$ cat config.mk
export PLATFORM = sky130hd
export DESIGN_NAME = clk_rate_classifier
export DESIGN_NICKNAME = d
export VERILOG_FILES = /design/src/rtl/rate_cls_pkg.sv /design/src/rtl/edge_sync.sv /design/src/rtl/period_meter.sv /design/src/rtl/rate_matcher.sv /design/src/rtl/rate_lock_fsm.sv /design/src/rtl/clk_rate_classifier.sv
export SDC_FILE = /design/constraint.sdc
export NUM_CORES = 1
export LEC_CHECK = 0
export BUFFER_PORTS_ARGS = -buffer_cell sky130_fd_sc_hd__buf_2
export CORE_MARGIN = 2
export CORE_UTILIZATION = 25
export CTS_BUF_LIST = sky130_fd_sc_hd__clkbuf_4 sky130_fd_sc_hd__clkbuf_8
export CTS_CLUSTER_SIZE = 20
export DETAILED_ROUTE_END_ITERATION = 10
export PLACE_DENSITY = 0.4
export SLEW_MARGIN = 20
export SYNTH_ARGS = -nofsm -noshare
export SYNTH_HDL_FRONTEND = slang
export SYNTH_SLANG_ARGS = --single-unit
$ cat constraint.sdc
create_clock -name clk -period 6.2 [get_ports clk]
set_input_delay 1.24 -clock clk [delete_from_list [all_inputs] [get_ports clk]]
set_output_delay 1.24 -clock clk [all_outputs]
set_load 0.005 [all_outputs]
$ cat src/rtl/rate_cls_pkg.sv
package rate_cls_pkg;

   localparam int CODE_W   = 4;
   localparam int NUM_PCM  = 9;
   localparam int NUM_DSD  = 4;
   localparam int DSD_BASE = 10;

   // accepted PCM frame rates in Hz, ascending; index i reports code i+1
   function automatic longint pcm_hz(input int idx);
      case (idx)
         0: return 64'd32000;
         1: return 64'd44100;
         2: return 64'd48000;
         3: return 64'd88200;
         4: return 64'd96000;
         5: return 64'd176400;
         6: return 64'd192000;
         7: return 64'd352800;
         default: return 64'd384000;
      endcase
   endfunction

   // accepted DSD bit rates in Hz; index j reports code DSD_BASE+j
   function automatic longint dsd_hz(input int idx);
      case (idx)
         0: return 64'd2822400;
         1: return 64'd3072000;
         2: return 64'd5644800;
         default: return 64'd6144000;
      endcase
   endfunction

   function automatic longint nominal_count(input longint ref_hz, input longint win,
                                            input longint hz);
      return (ref_hz * win) / hz;
   endfunction

   function automatic longint band_lo(input longint nom, input longint tol_pct);
      return (nom * (100 - tol_pct)) / 100;
   endfunction

   function automatic longint band_hi(input longint nom, input longint tol_pct);
      return (nom * (100 + tol_pct)) / 100;
   endfunction

endpackage

$ cat src/rtl/edge_sync.sv
module edge_sync #(
   parameter int STAGES = 2
) (
   input  logic clk,
   input  logic rst_n,
   input  logic async_i,
   output logic rise_o
);
   logic [STAGES-1:0] sync_q;
   logic              last_q;

   always_ff @(posedge clk or negedge rst_n) begin
      if (!rst_n) begin
         sync_q <= '0;
         last_q <= 1'b0;
      end else begin
         sync_q <= {sync_q[STAGES-2:0], async_i};
         last_q <= sync_q[STAGES-1];
      end
   end

   assign rise_o = sync_q[STAGES-1] & ~last_q;
endmodule

$ cat src/rtl/period_meter.sv
module period_meter #(
   parameter int WIN   = 64,
   parameter int CNT_W = 16,
   parameter int TMO   = 24576
) (
   input  logic             clk,
   input  logic             rst_n,
   input  logic             edge_i,
   input  logic             restart_i,
   output logic             done_o,
   output logic [CNT_W-1:0] meas_o,
   output logic             tmo_o
);
   localparam int NE_W = (WIN > 2) ? $clog2(WIN) : 1;
   localparam int ID_W = $clog2(TMO + 1);

   logic             armed_q;
   logic [CNT_W-1:0] cnt_q;
   logic [NE_W-1:0]  nedge_q;
   logic [ID_W-1:0]  idle_q;
   logic [CNT_W-1:0] cnt_inc;
   logic             idle_hit;

   assign cnt_inc  = (&cnt_q) ? cnt_q : cnt_q + 1'b1;
   assign idle_hit = !edge_i && (idle_q == ID_W'(TMO - 1));

   always_ff @(posedge clk or negedge rst_n) begin
      if (!rst_n) begin
         armed_q <= 1'b0;
         cnt_q   <= '0;
         nedge_q <= '0;
         idle_q  <= '0;
         done_o  <= 1'b0;
         meas_o  <= '0;
         tmo_o   <= 1'b0;
      end else begin
         done_o <= 1'b0;
         tmo_o  <= idle_hit;
         if (edge_i)
            idle_q <= '0;
         else if (idle_q != ID_W'(TMO))
            idle_q <= idle_q + 1'b1;

         if (restart_i || idle_hit) begin
            armed_q <= 1'b0;
         end else if (edge_i) begin
            if (!armed_q) begin
               armed_q <= 1'b1;
               cnt_q   <= CNT_W'(1);
               nedge_q <= '0;
            end else if (nedge_q == NE_W'(WIN - 1)) begin
               done_o  <= 1'b1;
               meas_o  <= cnt_q;
               cnt_q   <= CNT_W'(1);
               nedge_q <= '0;
            end else begin
               nedge_q <= nedge_q + 1'b1;
               cnt_q   <= cnt_inc;
            end
         end else if (armed_q) begin
            cnt_q <= cnt_inc;
         end
      end
   end
endmodule

$ cat src/rtl/rate_matcher.sv
module rate_matcher
   import rate_cls_pkg::*;
#(
   parameter longint REF_HZ = 24576000,
   parameter int     WIN    = 64,
   parameter int     TOL    = 2,
   parameter int     CNT_W  = 16
) (
   input  logic [CNT_W-1:0]  meas_i,
   input  logic              dsd_i,
   output logic [CODE_W-1:0] code_o
);
   logic [NUM_PCM-1:0] pcm_hit;
   logic [NUM_DSD-1:0] dsd_hit;

   for (genvar i = 0; i < NUM_PCM; i++) begin : g_pcm
      localparam longint NOM = nominal_count(REF_HZ, WIN, pcm_hz(i));
      localparam logic [CNT_W-1:0] LO = CNT_W'(band_lo(NOM, TOL));
      localparam logic [CNT_W-1:0] HI = CNT_W'(band_hi(NOM, TOL));
      assign pcm_hit[i] = (meas_i >= LO) && (meas_i <= HI);
   end

   for (genvar j = 0; j < NUM_DSD; j++) begin : g_dsd
      localparam longint NOM = nominal_count(REF_HZ, WIN, dsd_hz(j));
      localparam logic [CNT_W-1:0] LO = CNT_W'(band_lo(NOM, TOL));
      localparam logic [CNT_W-1:0] HI = CNT_W'(band_hi(NOM, TOL));
      assign dsd_hit[j] = (meas_i >= LO) && (meas_i <= HI);
   end

   always_comb begin
      code_o = '0;
      if (dsd_i) begin
         for (int j = NUM_DSD - 1; j >= 0; j--) begin
            if (dsd_hit[j]) code_o = CODE_W'(DSD_BASE + j);
         end
      end else begin
         for (int i = NUM_PCM - 1; i >= 0; i--) begin
            if (pcm_hit[i]) code_o = CODE_W'(i + 1);
         end
      end
   end
endmodule

$ cat src/rtl/rate_lock_fsm.sv
module rate_lock_fsm
   import rate_cls_pkg::*;
(
   input  logic              clk,
   input  logic              rst_n,
   input  logic              done_i,
   input  logic [CODE_W-1:0] match_i,
   input  logic              tmo_i,
   input  logic              invalid_i,
   output logic              locked_o,
   output logic [CODE_W-1:0] code_o,
   output logic              irq_n_o
);
   logic [CODE_W-1:0] prev_q;

   always_ff @(posedge clk or negedge rst_n) begin
      if (!rst_n) begin
         prev_q   <= '0;
         locked_o <= 1'b0;
         code_o   <= '0;
         irq_n_o  <= 1'b1;
      end else if (invalid_i || tmo_i) begin
         prev_q   <= '0;
         locked_o <= 1'b0;
         code_o   <= '0;
         if (locked_o) irq_n_o <= 1'b0;
      end else if (done_i) begin
         if (match_i == '0 || (locked_o && match_i != code_o)) begin
            prev_q   <= match_i;
            locked_o <= 1'b0;
            code_o   <= '0;
            if (locked_o) irq_n_o <= 1'b0;
         end else if (!locked_o) begin
            prev_q <= match_i;
            if (match_i == prev_q) begin
               locked_o <= 1'b1;
               code_o   <= match_i;
               irq_n_o  <= 1'b1;
            end
         end
      end
   end
endmodule

$ cat src/rtl/clk_rate_classifier.sv
module clk_rate_classifier
   import rate_cls_pkg::*;
#(
   parameter longint REF_HZ      = 24576000,
   parameter int     WIN_PERIODS = 64,
   parameter int     TOL_PCT     = 2,
   parameter int     TIMEOUT_CYC = 24576,
   parameter int     SYNC_STAGES = 2
) (
   input  logic              clk,
   input  logic              rst_n,
   input  logic              wclk_i,
   input  logic              bclk_i,
   input  logic              dsd_sel_i,
   input  logic              data_valid_n_i,
   output logic [CODE_W-1:0] rate_code_o,
   output logic              locked_o,
   output logic              irq_n_o
);
   localparam longint MAX_CNT =
      band_hi(nominal_count(REF_HZ, WIN_PERIODS, pcm_hz(0)), TOL_PCT) + 1;
   localparam int CNT_W = $clog2(MAX_CNT + 1);

   if (WIN_PERIODS < 2 || (WIN_PERIODS & (WIN_PERIODS - 1)) != 0) begin : g_bad_win
      $error("WIN_PERIODS must be a power of two of at least 2");
   end
   if (TOL_PCT < 1 || TOL_PCT > 20) begin : g_bad_tol
      $error("TOL_PCT must lie in 1..20");
   end
   if (TIMEOUT_CYC < 4) begin : g_bad_tmo
      $error("TIMEOUT_CYC must be at least 4");
   end
   if (SYNC_STAGES < 2) begin : g_bad_sync
      $error("SYNC_STAGES must be at least 2");
   end

   logic [1:0]        raw_clk;
   logic [1:0]        rise;
   logic              dsd_q;
   logic              sel_edge;
   logic              restart;
   logic              win_done;
   logic              tmo_pulse;
   logic [CNT_W-1:0]  win_meas;
   logic [CODE_W-1:0] match_code;

   assign raw_clk = {bclk_i, wclk_i};

   for (genvar k = 0; k < 2; k++) begin : g_sync
      edge_sync #(.STAGES(SYNC_STAGES)) u_sync (
         .clk     (clk),
         .rst_n   (rst_n),
         .async_i (raw_clk[k]),
         .rise_o  (rise[k])
      );
   end

   always_ff @(posedge clk or negedge rst_n) begin
      if (!rst_n) dsd_q <= 1'b0;
      else        dsd_q <= dsd_sel_i;
   end

   assign sel_edge = dsd_sel_i ? rise[1] : rise[0];
   assign restart  = data_valid_n_i | (dsd_sel_i ^ dsd_q);

   period_meter #(.WIN(WIN_PERIODS), .CNT_W(CNT_W), .TMO(TIMEOUT_CYC)) u_meter (
      .clk       (clk),
      .rst_n     (rst_n),
      .edge_i    (sel_edge),
      .restart_i (restart),
      .done_o    (win_done),
      .meas_o    (win_meas),
      .tmo_o     (tmo_pulse)
   );

   rate_matcher #(.REF_HZ(REF_HZ), .WIN(WIN_PERIODS), .TOL(TOL_PCT), .CNT_W(CNT_W)) u_match (
      .meas_i (win_meas),
      .dsd_i  (dsd_sel_i),
      .code_o (match_code)
   );

   rate_lock_fsm u_fsm (
      .clk       (clk),
      .rst_n     (rst_n),
      .done_i    (win_done),
      .match_i   (match_code),
      .tmo_i     (tmo_pulse),
      .invalid_i (data_valid_n_i),
      .locked_o  (locked_o),
      .code_o    (rate_code_o),
      .irq_n_o   (irq_n_o)
   );
endmodule

# == Yosys cells after proc, flatten, opt, wreduce, memory -nomap -nowiden ==
# Index checks and enable logic that the tools add are counted.
# totals
output_inout_bits,6
input_bits,6
latchBits,0
mem_bits_rw,0
rom_bits,0
n_memories,0
elab_cells,139
regBits,73
# op_classes
n_bitwise,7
muxes,50
n_reduce_logical,31
shifts,0
addsub,3
eq_ne,6
div_mod_pow,0
order_cmp,26
multipliers,0
# ops
cell,n
$mux W4,23
$mux W16,5
$le A16 B16 Y1 const B,3
$ge A16 B13 Y1 const B,2
$ge A16 B14 Y1 const B,2
$ge A16 B15 Y1 const B,2
$ge A16 B16 Y1 const B,2
$ge A16 B9 Y1 const B,2
$le A16 B10 Y1 const B,2
$le A16 B13 Y1 const B,2
$le A16 B14 Y1 const B,2
$le A16 B15 Y1 const B,2
$le A16 B9 Y1 const B,2
$mux W15,2
$mux W1,18
$add A16 B1 Y16 const B,1
$ge A16 B10 Y1 const B,1
$ge A16 B12 Y1 const B,1
$ge A16 B8 Y1 const B,1
$reduce_and A16 Y1,1
$add A15 B1 Y15 const B,1
$eq A15 B15 Y1 const B,1
$logic_and A1 B1 Y1,15
$ne A15 B15 Y1 const B,1
other kinds (18),29

# == Longest topological paths before layout ==
# logic_depth
depth_word,18
depth_mapped,12
depth_no_buf,10

# == Modules after synthesis ==
# A second synthesis with hierarchy kept.
# unflattened
cells_unflattened,484
hier_area_um2,4486.8
# modules_own_cells
module,seq_area_each_um2,cells_each,n_inst,area_each_um2
period_meter,1401.3,273,1,2750.1
rate_matcher,0.0,140,1,912.1
rate_lock_fsm,251.5,59,1,591.8
edge_sync,75.1,4,2,88.8
clk_rate_classifier,25.0,4,1,55.1

# == Worst setup path before layout ==
# OpenSTA, ideal clock, no wires.
# synth_path
path_type,input-to-reg
startpoint,input dsd_sel_i
endpoint,register u_fsm.prev_q[0]
setup_time_ps,121
t_required_ps,6079
arrival_ps,3200
cell_stages,8
slack_ps,2879
path_cell_list,clkbuf_1 o21ai_1 nor3_1 a21oi_4 xnor2_1 nand4_1 o311a_1 a22o_1
# synth_between
elab_chain_len,7
word_cells_on_any_way,11
# synth_rtl
element,line,rtl
"start, declared",clk_rate_classifier.sv:14,"input logic dsd_sel_i,"
$mux W4 *,rate_matcher.sv:32,if (dsd_i) begin
$ne A4 B4 Y1,rate_lock_fsm.sv:28,if (match_i == '0 || (locked_o && match_i != code_o)) begin
$logic_and A1 B1 Y1,rate_lock_fsm.sv:28,
$logic_or A1 B1 Y1,rate_lock_fsm.sv:28,
$mux W4,rate_lock_fsm.sv:28,
$mux W4,rate_lock_fsm.sv:27,end else if (done_i) begin
$mux W4,rate_lock_fsm.sv:22,end else if (invalid_i || tmo_i) begin
"end signal, assigned",rate_lock_fsm.sv:29,prev_q <= match_i;
"end signal, assigned",rate_lock_fsm.sv:34,prev_q <= match_i;
"end, declared",rate_lock_fsm.sv:14,logic [CODE_W-1:0] prev_q;
# Every way passes the cells marked *; elsewhere a longest branch is shown, timed or not. The select of a mux whose other input is x is not followed.
# A chain may end at the register's enable or synchronous reset.

# == Worst setup path after layout ==
# layout_path
startpoint,register u_meter.meas_o[8]
endpoint,register u_fsm.code_o[3]
# layout_between
elab_chain_len,18
word_cells_on_any_way,66
# layout_rtl
element,line,rtl
"start, declared",period_meter.sv:11,"output logic [CNT_W-1:0] meas_o,"
"start signal, assigned",period_meter.sv:53,meas_o <= cnt_q;
$ge A16 B12 Y1 or $le A16 B13 Y1 (tied branches),rate_matcher.sv:20,assign pcm_hit[i] = (meas_i >= LO) && (meas_i <= HI);
$logic_and A1 B1 Y1,rate_matcher.sv:20,
$mux W4 (9 in series),rate_matcher.sv:38,if (pcm_hit[i]) code_o = CODE_W'(i + 1);
$mux W4 *,rate_matcher.sv:32,
$ne A4 B4 Y1,rate_lock_fsm.sv:28,
$logic_and A1 B1 Y1,rate_lock_fsm.sv:28,
$logic_or A1 B1 Y1,rate_lock_fsm.sv:28,
$mux W4,rate_lock_fsm.sv:28,
$mux W4,rate_lock_fsm.sv:27,
$mux W4,rate_lock_fsm.sv:22,
"end signal, assigned",rate_lock_fsm.sv:37,code_o <= match_i;
"end, declared",rate_lock_fsm.sv:11,"output logic [CODE_W-1:0] code_o,"
# Marks and branches as above.

==> results.yml <==
place:
  dp_hpwl_um: 7580
  postPlaceCellArea_mm2: 0.00454
  port_buffers: 11
  routabilityCongestion: 0.823
timing:
  final_hold_viol_count: 0
  finClkSkew_ns: 0.0127
  slew_violations: 0
  slew_headroom_pct: 35.7
  tightest_slew_ns: 0.965
  fin_tns_setup_ns: 0
  period_minus_slack_ns: 3.51
  rsz0062_at_grt: "false"
  setup_viol: 0
  fin_crit_sh_pct: 56.6
  max_freq_mhz: 285
global_routing:
  grt_pass1_vias: 3634
  gr-total-overflow: 0
  grt_pass1_wl_um: 19100
  antenna_found_initial: 0
  grt_max_degree: 74
  grtUsageTotal_pct: 13.0
worst_hold_path:
  min_path_cells: 0
  worst_hold_path_type: "reg -> reg"
final_layout:
  final_common_cell: "nand2_1"
  drive_gt1_share_pct: 8.69
  finalInstanceArea_mm2: 0.00475
  final_cell_mix: "nand2_1 (87), dfrtp_1 (72), nor2_1 (52), o21ai_0 (22), xor2_1 (18)"
  finalNetCount: 500
  fin_util_pct: 27.7
  area_growth_pct: 9.84
  antenna_cells: 0
  num-fill-cells: 1843
die:
  die_area_mm2: 0.0184
  die_w_um: 136
  core-area_mm2: 0.0171
  initial_core_util_pct: 25.3
  rows: 48
  io_pins: 12
  die_h_um: 136
critical_path:
  required_ns: 6.44
  startpoint_type: "register"
  worstPathArrival_ns: 3.75
  cpPeakStageDelay_ns: 0.64
  cp_max_fo: 20
  path_buf_inv: 0
  end_kind: "register"
  path_depth: 8
  cp_slowest_cell: "or4b_1"
  worstPathCellList: "or4b_1, nor4_1, o21ai_0, o211a_1, or2_1, o41ai_2, o31ai_1, a32o_1"
  cp_top_family: "compound AO/OA/AOI/OAI gates"
  r2r_cells: 8
  crit_type: "reg -> reg"
synthesis:
  ys_types: 65
  netlist_area_mm2: 0.00432
  synth_nets: 508
  syn_area_per_cell_um2: 8.68
  synth_edf_count: 0
  ys_seq_area_share_pct: 42.3
  ys_ff_latch: 73
  synthFlopType: "dfrtp_1"
  synthCells: 498
  yosys_warnings: 0
  async_flop_share_pct: 100
outcome:
  status: "finished clean"
cts:
  cts.clk_slew.worst_paths_ns: 0.08
  cts_resized: 0
  cts.path.max_buffers: 2
  htree_levels: 3
  tritoncts: "done"
  holdBufCountCts: 0
  cts_setup_buffers: 0
  clk_latency_ns: 0.36
  cts_buffers: 9
  root_buffer: "clkbuf_8"
  clock-sinks: 73
power:
  p_leak_uw: 0.00198
  peakVddDrop_mv: 0.108
  p_per_area_mw_per_mm2: 219
detailed_routing:
  antenna_left: 0
  drt_pre_antenna_iters: 4
  drc_errors: 0
  drtIter0Drc: 294
  wirelength_um: 11000
  vias: 3607
  vias_per_cell: 5.01
  wire_per_inst_um: 15.3
run:
  drv_cap: 0
==> synth_stat cells (2+ instances only) <==
library cell / number / area share [%]
mux2i_1: 2 / 0.46
o31ai_1: 6 / 1.0
a41oi_1: 4 / 0.81
a22o_1: 7 / 1.4
xnor2_1: 11 / 2.2
o211ai_1: 6 / 1.0
nor2_1: 52 / 4.5
a31oi_1: 5 / 0.72
o21a_1: 2 / 0.35
and2_1: 4 / 0.58
or4_1: 5 / 0.87
o21ai_0: 23 / 2.7
o21ai_1: 3 / 0.35
a211oi_1: 2 / 0.35
or2_2: 3 / 0.43
a32o_1: 5 / 1.2
ha_1: 4 / 1.2
nand2b_1: 5 / 0.72
buf_2: 9 / 1.0
inv_1: 7 / 0.61
nor2b_1: 5 / 0.72
nor4_1: 13 / 1.9
or3_1: 10 / 1.4
a21oi_1: 16 / 1.9
o41a_1: 2 / 0.52
nand4_1: 14 / 2.0
dfrtp_1: 72 / 42
o2111ai_1: 3 / 0.61
nor3b_1: 3 / 0.52
nand2_1: 87 / 7.6
nand3_1: 16 / 1.9
nand3b_1: 2 / 0.35
nor3_1: 11 / 1.3
xor2_1: 18 / 3.6
clkbuf_1: 21 / 1.8
o2111a_1: 2 / 0.52
nor4b_1: 2 / 0.41
and3_1: 9 / 1.3
==> path summary, 6_finish.rpt <==
kind                                       startpoint                    endpoint  slack, ns
max                                 u_meter.meas_o[8]             u_fsm.code_o[3]       2.69
min                        g_sync[1].u_sync.sync_q[0]  g_sync[1].u_sync.sync_q[1]       0.35
max reg2reg                         u_meter.meas_o[8]             u_fsm.code_o[3]       2.69
min reg2reg                g_sync[1].u_sync.sync_q[0]  g_sync[1].u_sync.sync_q[1]       0.35
max in group asynchronous                       rst_n             u_fsm.code_o[1]       4.53
min in group asynchronous                       rst_n            u_meter.cnt_q[7]       1.02
==> layout make-up <==
type / instances / area [um^2] / area share (%)
inverter: 7 / 26.3 / 0.553
tap: 225 / 282 / 5.93
sequential: 73 / 1830 / 38.5
timing repair buffer: 12 / 65.1 / 1.37
clock buffer: 10 / 138 / 2.90
multi-input combinational: 387 / 2340 / 49.2
clock inverter: 6 / 72.6 / 1.53
==> through the flow <==
step / total power, uW / hold slack, ns / instances / worst slack [ns]
5_1_grt: 1100 / 0.359 / 720 / 2.36
2_1_floorplan: 612 / 0.331 / 498 / 2.88
6_report: 1040 / 0.354 / 720 / 2.69
3_5_place_dp: 651 / 0.338 / 704 / 2.65
4_1_cts: 1060 / 0.358 / 720 / 2.70
3_3_place_gp: 648 / 0.336 / 704 / 2.65
==> report_power, final <==
group / switching (uW) / total, uW / internal, uW
clock network: 199 / 400 / 202
logic: 60.2 / 104 / 43.6
registers: 30.0 / 535 / 505
total: 289 / 1040 / 750
==> routing by layer <==
layer,wire length [um],GRT usage [%],up-vias
met1,5480,18.2,1727
met2,4880,19.6,71
met3,365,2.99,21
met4,280,4.92,0
li1,-,-,1788
met5,0,0,-
==> cells by family (layout without fill, tap and decap cells) <==
family	after synthesis	in the layout	synth area share [%]
xor+xnor	29	29	5.87
flops	73	73	42.3
mux	2	2	0.463
simple gates	249	249	28.2
fa+ha+maj	4	4	1.16
compound gates	103	103	18.4
buf+inv	38	35	3.65
==> sequential cells by signal, indices dropped and copies added, names as in the netlist <==
name	flops
g_sync.u_sync.sync_q	4
u_meter.done_o	1
u_fsm.irq_n_o	1
u_meter.meas_o	16
u_meter.tmo_o	1
g_sync.u_sync.last_q	2
u_meter.idle_q	15
u_fsm.locked_o	1
dsd_q	1
u_meter.armed_q	1
u_fsm.code_o	4
u_meter.nedge_q	6
u_fsm.prev_q	4
u_meter.cnt_q	16
(Power assumes the default switching activity.)
